`src/rtl/jcu_pkg.sv`:
```
// Shared types for the relative jump and condition unit.
// Assumes a 16-bit address space and 4-bit condition codes.
package jcu_pkg;
    localparam int ADDR_W  = 16;
    localparam int SHORT_W = 8;
    localparam int COND_W  = 4;

    // Jump kind selected by the decoder
    typedef enum logic {
        JK_SHORT_COND = 1'b0,
        JK_NEAR_ALWAYS = 1'b1
    } jump_kind_e;

    // Condition group held in cond[3:1]; cond[0] negates the group
    typedef enum logic [2:0] {
        CG_ZERO   = 3'd0,
        CG_CARRY  = 3'd1,
        CG_ULE    = 3'd2,
        CG_SLT    = 3'd3,
        CG_SLE    = 3'd4
    } cond_group_e;
endpackage

```
`src/rtl/jcu_cond_eval.sv`:
```
// Condition evaluator: maps a 4-bit condition code and the flags to a hit bit.
// Assumes the flags reflect the last compare/subtract. Groups beyond
// CG_SLE are reserved and never hit, whatever the negate bit says.
module jcu_cond_eval
    import jcu_pkg::*;
#(
    parameter int CW = COND_W
) (
    input  logic [CW-1:0] cond,
    input  logic          zf,
    input  logic          cf,
    input  logic          sf,
    input  logic          ovf,
    output logic          hit
);
    logic        base;
    logic        legal;
    logic        sign_ne;
    cond_group_e grp;

    assign sign_ne = sf ^ ovf;
    assign grp     = cond_group_e'(cond[CW-1:1]);

    // Pick the base predicate for the group and flag reserved groups
    always_comb begin
        base  = 1'b0;
        legal = 1'b1;
        case (grp)
            CG_ZERO:  base = zf;
            CG_CARRY: base = cf;
            CG_ULE:   base = cf | zf;
            CG_SLT:   base = sign_ne;
            CG_SLE:   base = zf | sign_ne;
            default:  legal = 1'b0;
        endcase
    end

    assign hit = legal & (base ^ cond[0]);
endmodule

```
`src/rtl/jcu_target_calc.sv`:
```
// Target adder: sign-extends the short offset or uses the full offset
// and adds it to the advanced instruction pointer, wrapping modulo 2^AW.
// Assumes imm[7:0] holds the first-fetched (low) offset byte.
module jcu_target_calc
    import jcu_pkg::*;
#(
    parameter int AW = ADDR_W,
    parameter int SW = SHORT_W
) (
    input  logic [AW-1:0] ip,
    input  logic [AW-1:0] imm,
    input  logic          use_full,
    output logic [AW-1:0] target
);
    localparam int EXT_W = AW - SW;

    logic [AW-1:0] short_ext;
    logic [AW-1:0] offset;

    generate
        if (EXT_W > 0) begin : g_ext
            assign short_ext = {{EXT_W{imm[SW-1]}}, imm[SW-1:0]};
        end else begin : g_noext
            assign short_ext = imm;
        end
    endgenerate

    assign offset = use_full ? imm : short_ext;
    assign target = ip + offset;
endmodule

```
`src/rtl/jcu_top.sv`:
```
// Relative jump and condition unit, top level.
// Registers the taken decision and the next pointer one cycle after inputs.
// Assumes ip_i already points past the whole jump instruction.
module jcu_top
    import jcu_pkg::*;
#(
    parameter int AW = ADDR_W,
    parameter int SW = SHORT_W,
    parameter int CW = COND_W
) (
    input  logic          clk,
    input  logic          rst_n,
    input  logic [AW-1:0] ip_i,
    input  logic          kind_i,
    input  logic [CW-1:0] cond_i,
    input  logic [AW-1:0] imm_i,
    input  logic          zf_i,
    input  logic          cf_i,
    input  logic          sf_i,
    input  logic          of_i,
    output logic          taken_o,
    output logic [AW-1:0] next_ip_o
);
    logic          cond_hit;
    logic          is_full;
    logic          take_d;
    logic [AW-1:0] target;
    logic [AW-1:0] next_d;

    assign is_full = (jump_kind_e'(kind_i) == JK_NEAR_ALWAYS);

    jcu_cond_eval #(.CW(CW)) u_cond (
        .cond (cond_i),
        .zf   (zf_i),
        .cf   (cf_i),
        .sf   (sf_i),
        .ovf  (of_i),
        .hit  (cond_hit)
    );

    jcu_target_calc #(.AW(AW), .SW(SW)) u_tgt (
        .ip       (ip_i),
        .imm      (imm_i),
        .use_full (is_full),
        .target   (target)
    );

    assign take_d = is_full | cond_hit;
    assign next_d = take_d ? target : ip_i;

    // Register the decision and pointer; synchronous active-low reset
    always_ff @(posedge clk) begin
        if (!rst_n) begin
            taken_o   <= 1'b0;
            next_ip_o <= '0;
        end else begin
            taken_o   <= take_d;
            next_ip_o <= next_d;
        end
    end
endmodule

```
`config.mk`:
```
export PLATFORM = sky130hd
export DESIGN_NAME = jcu_top
export DESIGN_NICKNAME = d
export VERILOG_FILES = /design/src/rtl/jcu_pkg.sv /design/src/rtl/jcu_cond_eval.sv /design/src/rtl/jcu_target_calc.sv /design/src/rtl/jcu_top.sv
export SDC_FILE = /design/constraint.sdc
export NUM_CORES = 1
export LEC_CHECK = 0
export ABC_CLOCK_PERIOD_IN_PS = 6400
export BUFFER_PORTS_ARGS = -buffer_cell sky130_fd_sc_hd__buf_2
export CORE_MARGIN = 2
export CORE_UTILIZATION = 38
export CTS_CLUSTER_SIZE = 14
export DETAILED_ROUTE_END_ITERATION = 6
export PLACE_DENSITY = 0.66
export SLEW_MARGIN = 20
export SYNTH_ARGS = -nofsm -noshare
export SYNTH_HDL_FRONTEND = slang
export SYNTH_SLANG_ARGS = --single-unit
```
`constraint.sdc`:
```
create_clock -name clk -period 6.4 [get_ports clk]
set_input_delay 0.32 -clock clk [delete_from_list [all_inputs] [get_ports clk]]
set_output_delay 0.32 -clock clk [all_outputs]
set_load 0.1 [all_outputs]
```
Word-level counts from Yosys, hierarchy flattened:

Index checks and enable logic that the tools add are counted.

* bits in registers: 17
* latch bits: 0
* RAM bits: 0
* bits in read-only memories: 0
* word-level logic and storage cells: 19
* memories: 0

* $add $sub $neg: 1
* multiply operators: 0
* div/mod/pow operators: 0
* $lt $le $gt $ge: 0
* equal/unequal tests: 4
* shift-type cells: 0
* mux-type cells: 4
* bitwise operators: 6
* reductions and logical operators: 2

Operator list (count)
* 2-to-1 mux 16 bit: 2
* adder 16 bit: 1
* equality test 3 x 2 -> 1 bit (second input constant): 2
* one-hot mux 1 bit (5 select lines): 1
* OR reduction 5 bit: 1
* equality test 3 x 1 -> 1 bit (second input constant): 1
* equality test 3 bit (second input constant): 1
* zero test 3 bit: 1
* OR 1 bit: 3
* bitwise XOR 1 bit: 2
* AND 1 bit: 1
* 2-to-1 mux 1 bit: 1

Depth between registers and ports, before layout:

* depth after elaboration: 7
* gate-level depth with buffers: 11
* mapped depth without buffers: 9

Hierarchy:

A second synthesis with hierarchy kept.

* cell total of the unflattened synthesis: 205
* area, all modules: 1644.1 µm²

Modules (own cells, without submodules)
* jcu_target_calc: times used 1, cells an instance 111, area each 814.5 µm²
* jcu_top: times used 1, cells an instance 77, area each 721.9 µm²
* jcu_cond_eval: times used 1, cells an instance 17, area each 107.6 µm²

Least setup slack after synthesis:

Ideal clock, no wire load.

* path type: input to register
* start: input port kind_i
* end: register next_ip_o[15]
* library setup time: 0.071 ns
* arrival time: 2.426 ns
* path slack: 3.904 ns
* cell stages on the path: 11
* path buffers: 2
* path through: buf_2 -> nand2b_1 -> clkbuf_1 -> nand2_1 -> ha_1 -> a21oi_1 -> o21ai_0 -> a211oi_2 -> mux2i_1 -> or4_1 -> a21oi_1

* word-level cells in the longest chain between the ends: 3
* elaborated cells on any way between the ends: 4
* classes of those cells: add/sub: 1; mux: 2; bitwise: 1

Ends and longest elaborated chain
* start: declaration: line jcu_top.sv:14 `input logic kind_i,`
* 2-to-1 mux 16 bit: line jcu_target_calc.sv:28 `assign offset = use_full ? imm : short_ext;`
* adder 16 bit: line jcu_target_calc.sv:29 `assign target = ip + offset;`
* 2-to-1 mux 16 bit *: line jcu_top.sv:49 `assign next_d = take_d ? target : ip_i;`
* end signal: assignment: line jcu_top.sv:58 `next_ip_o <= next_d;`
* end: declaration: line jcu_top.sv:22 `output logic [AW-1:0] next_ip_o`

Every way passes the cells marked *; elsewhere a longest branch is shown, timed or not.
A chain may end at the register's enable or synchronous reset.

Worst setup path after layout:

Ends and elaborated chain as after synthesis.

==> impl_results.md <==
- Static leakage: 0.9503 nW
- Clock tree from TritonCTS: built
- Cell area after synthesis: 0.001475 sq mm
- Clock sinks: 17
- Gate family responsible for the most delay along the worst path: compound AO/OA/AOI/OAI gates
- Number of buffers inserted by port buffering: 59
- Max Transition Viols Final: 0
- Tightest Pin Transition: 904.8 ps
- Cts repair resizes: 0
- Final hold vios: 0
- Fmax: 412.2 MHz
- Min Tclk post-route: 2426 ps
- First-pass iteration count of the detailed router: 4
- Clock Tree Buf Depth: 2
- Row Count: 22
- Cell depth of the worst setup path: 10
- Synth warnings: 0
- Number of DRC violations after detailed-routing iteration 0: 44
- Fraction of the yosys area taken by sequential cells: 23.07%
- Hold/Removal Path Class: in2reg
- Unique masters post-synth: 43
- Standard cell core area: roughly 0.0037 sq mm
- Vert. Die Dim: roughly 66 um
- Synth Area per Inst: 8.061 sq um
- Slowest stage delay, CP: 410 ps
- Area added between synthesis and finish: 25.78%
- Boundary pin count: 60
- Clock buffer count from CTS: 3
- Number of diodes added for antenna fixing: 0
- Crit path arrival time: 2600 ps
- Category of the worst setup path capture point: flip-flop
- Total of flip-flops plus latches after synthesis: 17
- Type of the setup path with the least slack: in2reg
- Worst Hold Path Cells: 3
- Final weighted congestion of routability-driven global placement: 0.8040
- Setup violators final: 0
- # hold bufs at CTS: 0
- Residual DRC: 0
- Vias per Instance: 5.166
- Vias in the first global route: 1337
- Max-slew headroom at the worst pin: about two fifths
- Highest-count cells in the layout ignoring fill and taps: 59 x sky130_fd_sc_hd__buf_2, 29 x sky130_fd_sc_hd__nand2_1, 17 x sky130_fd_sc_hd__nor2_1, 17 x sky130_fd_sc_hd__dfxtp_1, 15 x sky130_fd_sc_hd__ha_1
- P per Cell Area: 244.6 mW/mm^2
- Sum Neg Setup Slack: 0 ps
- Largest vdd supply drop: about 0.12 mV
- CP max FO: 10
- Number of antenna violations at the first check in global routing: 0
- Root Buffer: sky130_fd_sc_hd__clkbuf_8
- Number of nets produced by synthesis: 242
- Starting Density: 39.99%
- Kind of start point of the critical path: primary input
- Unrepaired setup endpoints after global routing: false
- Count of buffer and inverter cells on the critical path: 1
- Overall die area: approximately 0.0044 sq mm
- Buffers inserted during post-CTS setup optimization: 0
- Mapped Cells: 183
- Antenna Nets Post-Route: 0
- Most common cell after layout, fill and taps aside: sky130_fd_sc_hd__buf_2
- First-pass GRT wire length: 5713 um
- Maximum number of pins on one net before global-route repair: 16
- Number of cells in the finished layout apart from fillers: 290
- Level count of the clock H-tree: 1
- Final net count: 302
- Width of the die: 66.31 um
- Placed cells: roughly 290
- Cell type with the highest occurrence count on the critical path: sky130_fd_sc_hd__a21oi_1
- Result of the run: finished, final reports clean
- Standard cell with the maximum stage delay on the critical path: sky130_fd_sc_hd__or4_1
- Max-Cap Viols: 0
- CP cell instances: buf_2 > nand2b_1 > nand2_1 > ha_1 > a21oi_1 > o21ai_0 > a211oi_2 > mux2i_1 > or4_1 > a21oi_1
- Critical path required time: 6570 ps
- Sum of routed wire length over all layers: 3590 um
- Share of cells above drive strength 1: 29.34%
- Half-perimeter wire length after detailed placement: 3021 um
- Global router's overall resource usage: 16.52%
- Final period util: 37.91%
- Via count: 1498
- GRT overflow: 0
- Per-cell routed wire length: 12.38 um
- Worst-path clk slew: 70 ps
-- cells by family (layout without fill, tap and decap cells) --
| group | after synthesis | after routing | synth area share [%] |
|---|---|---|---|
| buffers and inverters | 10 | 69 | 2.884 |
| AOI/OAI and AO/OA | 53 | 53 | 25.53 |
| DFF | 17 | 17 | 23.07 |
| adders and majority gates | 16 | 16 | 14.08 |
| xor gates and xnor gates | 10 | 10 | 5.938 |
| muxes | 13 | 13 | 8.906 |
| and+or+nand+nor | 64 | 64 | 19.59 |
-- per-layer routing --
| layer | track usage, % | vias to the layer above | routed length (um) |
|---|---|---|---|
| met5 | 0 | - | 0 |
| met4 | 4.592 | 0 | 32 |
| met3 | 1.533 | 2 | 189 |
| met2 | 27.75 | 41 | 1614 |
| met1 | 22.37 | 674 | 1753 |
| li1 | - | 781 | - |
-- synthesized netlist by cell type, drive strengths merged --
cell,number,area [sq um]
a211oi,4,35.03
a21boi,4,30.03
a21o,4,30.03
a21oi,14,70.07
a311oi,1,8.760
a31o,1,8.760
a31oi,1,6.260
and2,2,13.77
buf,2,12.51
clkbuf,2,7.510
dfxtp,17,340.3
fa,1,20.02
ha,15,187.7
inv,6,22.52
mux2,1,11.26
mux2i,12,120.1
nand2,29,108.9
nand2b,1,6.260
nand3b,1,7.510
nor2,17,63.81
nor2b,2,12.51
nor3,5,25.02
nor3b,3,22.52
nor4,1,6.260
o211a,2,27.53
o211ai,6,50.05
o21a,3,22.52
o21ai,6,30.03
o221a,1,11.26
o22ai,1,6.260
o31a,1,8.760
o31ai,3,22.52
o32ai,1,8.760
or2,1,6.260
or3b,1,8.760
or4,1,7.510
xnor2,8,70.07
xor2,2,17.52
-- report_power, final --
group          switching, W  leakage [nW]  total (W)  internal, W
Combinational      0.000179         0.786   0.000251    0.0000725
Clock             0.0000360        0.0228  0.0000801    0.0000441
Sequential       0.00000290         0.142   0.000123     0.000120
Total              0.000218         0.950   0.000454     0.000236
-- sequential cells by signal, summed over array words and instances (netlist names) --
signal	cells
taken_o	1
next_ip_o	16
-- path summary, 6_finish.rpt --
check                       end  slack (ps)  startpoint
setup / recovery  next_ip_o[15]        3970      kind_i
hold / removal     next_ip_o[2]         320     ip_i[2]
-- stage by stage --
step / total power [W] / hold slack [ps] / setup WS [ps] / util (%) / instance area, sq um
6_report: 0.0004538 / 319.8 / 3974 / 50.31 / 1856
3_3_place_gp: 0.0003745 / 578.6 / 3759 / 49.08 / 1810
3_5_place_dp: 0.0003765 / 579.0 / 3744 / 49.08 / 1810
2_1_floorplan: 0.0003280 / 437.7 / 3904 / - / 1475
5_1_grt: 0.0004779 / 325.5 / 3775 / 50.31 / 1856
4_1_cts: 0.0004556 / 322.1 / 3986 / 50.31 / 1856
-- final cells by class --
class | instances | area (sq um)
Clock buffer | 4 | 45.04
Fill cell | 383 | 1833
Inverter | 6 | 22.52
Multi-Input combinational cell | 156 | 1092
Sequential cell | 17 | 340.3
Tap cell | 48 | 60.06
Timing Repair Buffer | 59 | 295.3
Note: power is estimated with default switching activity, not from simulation.
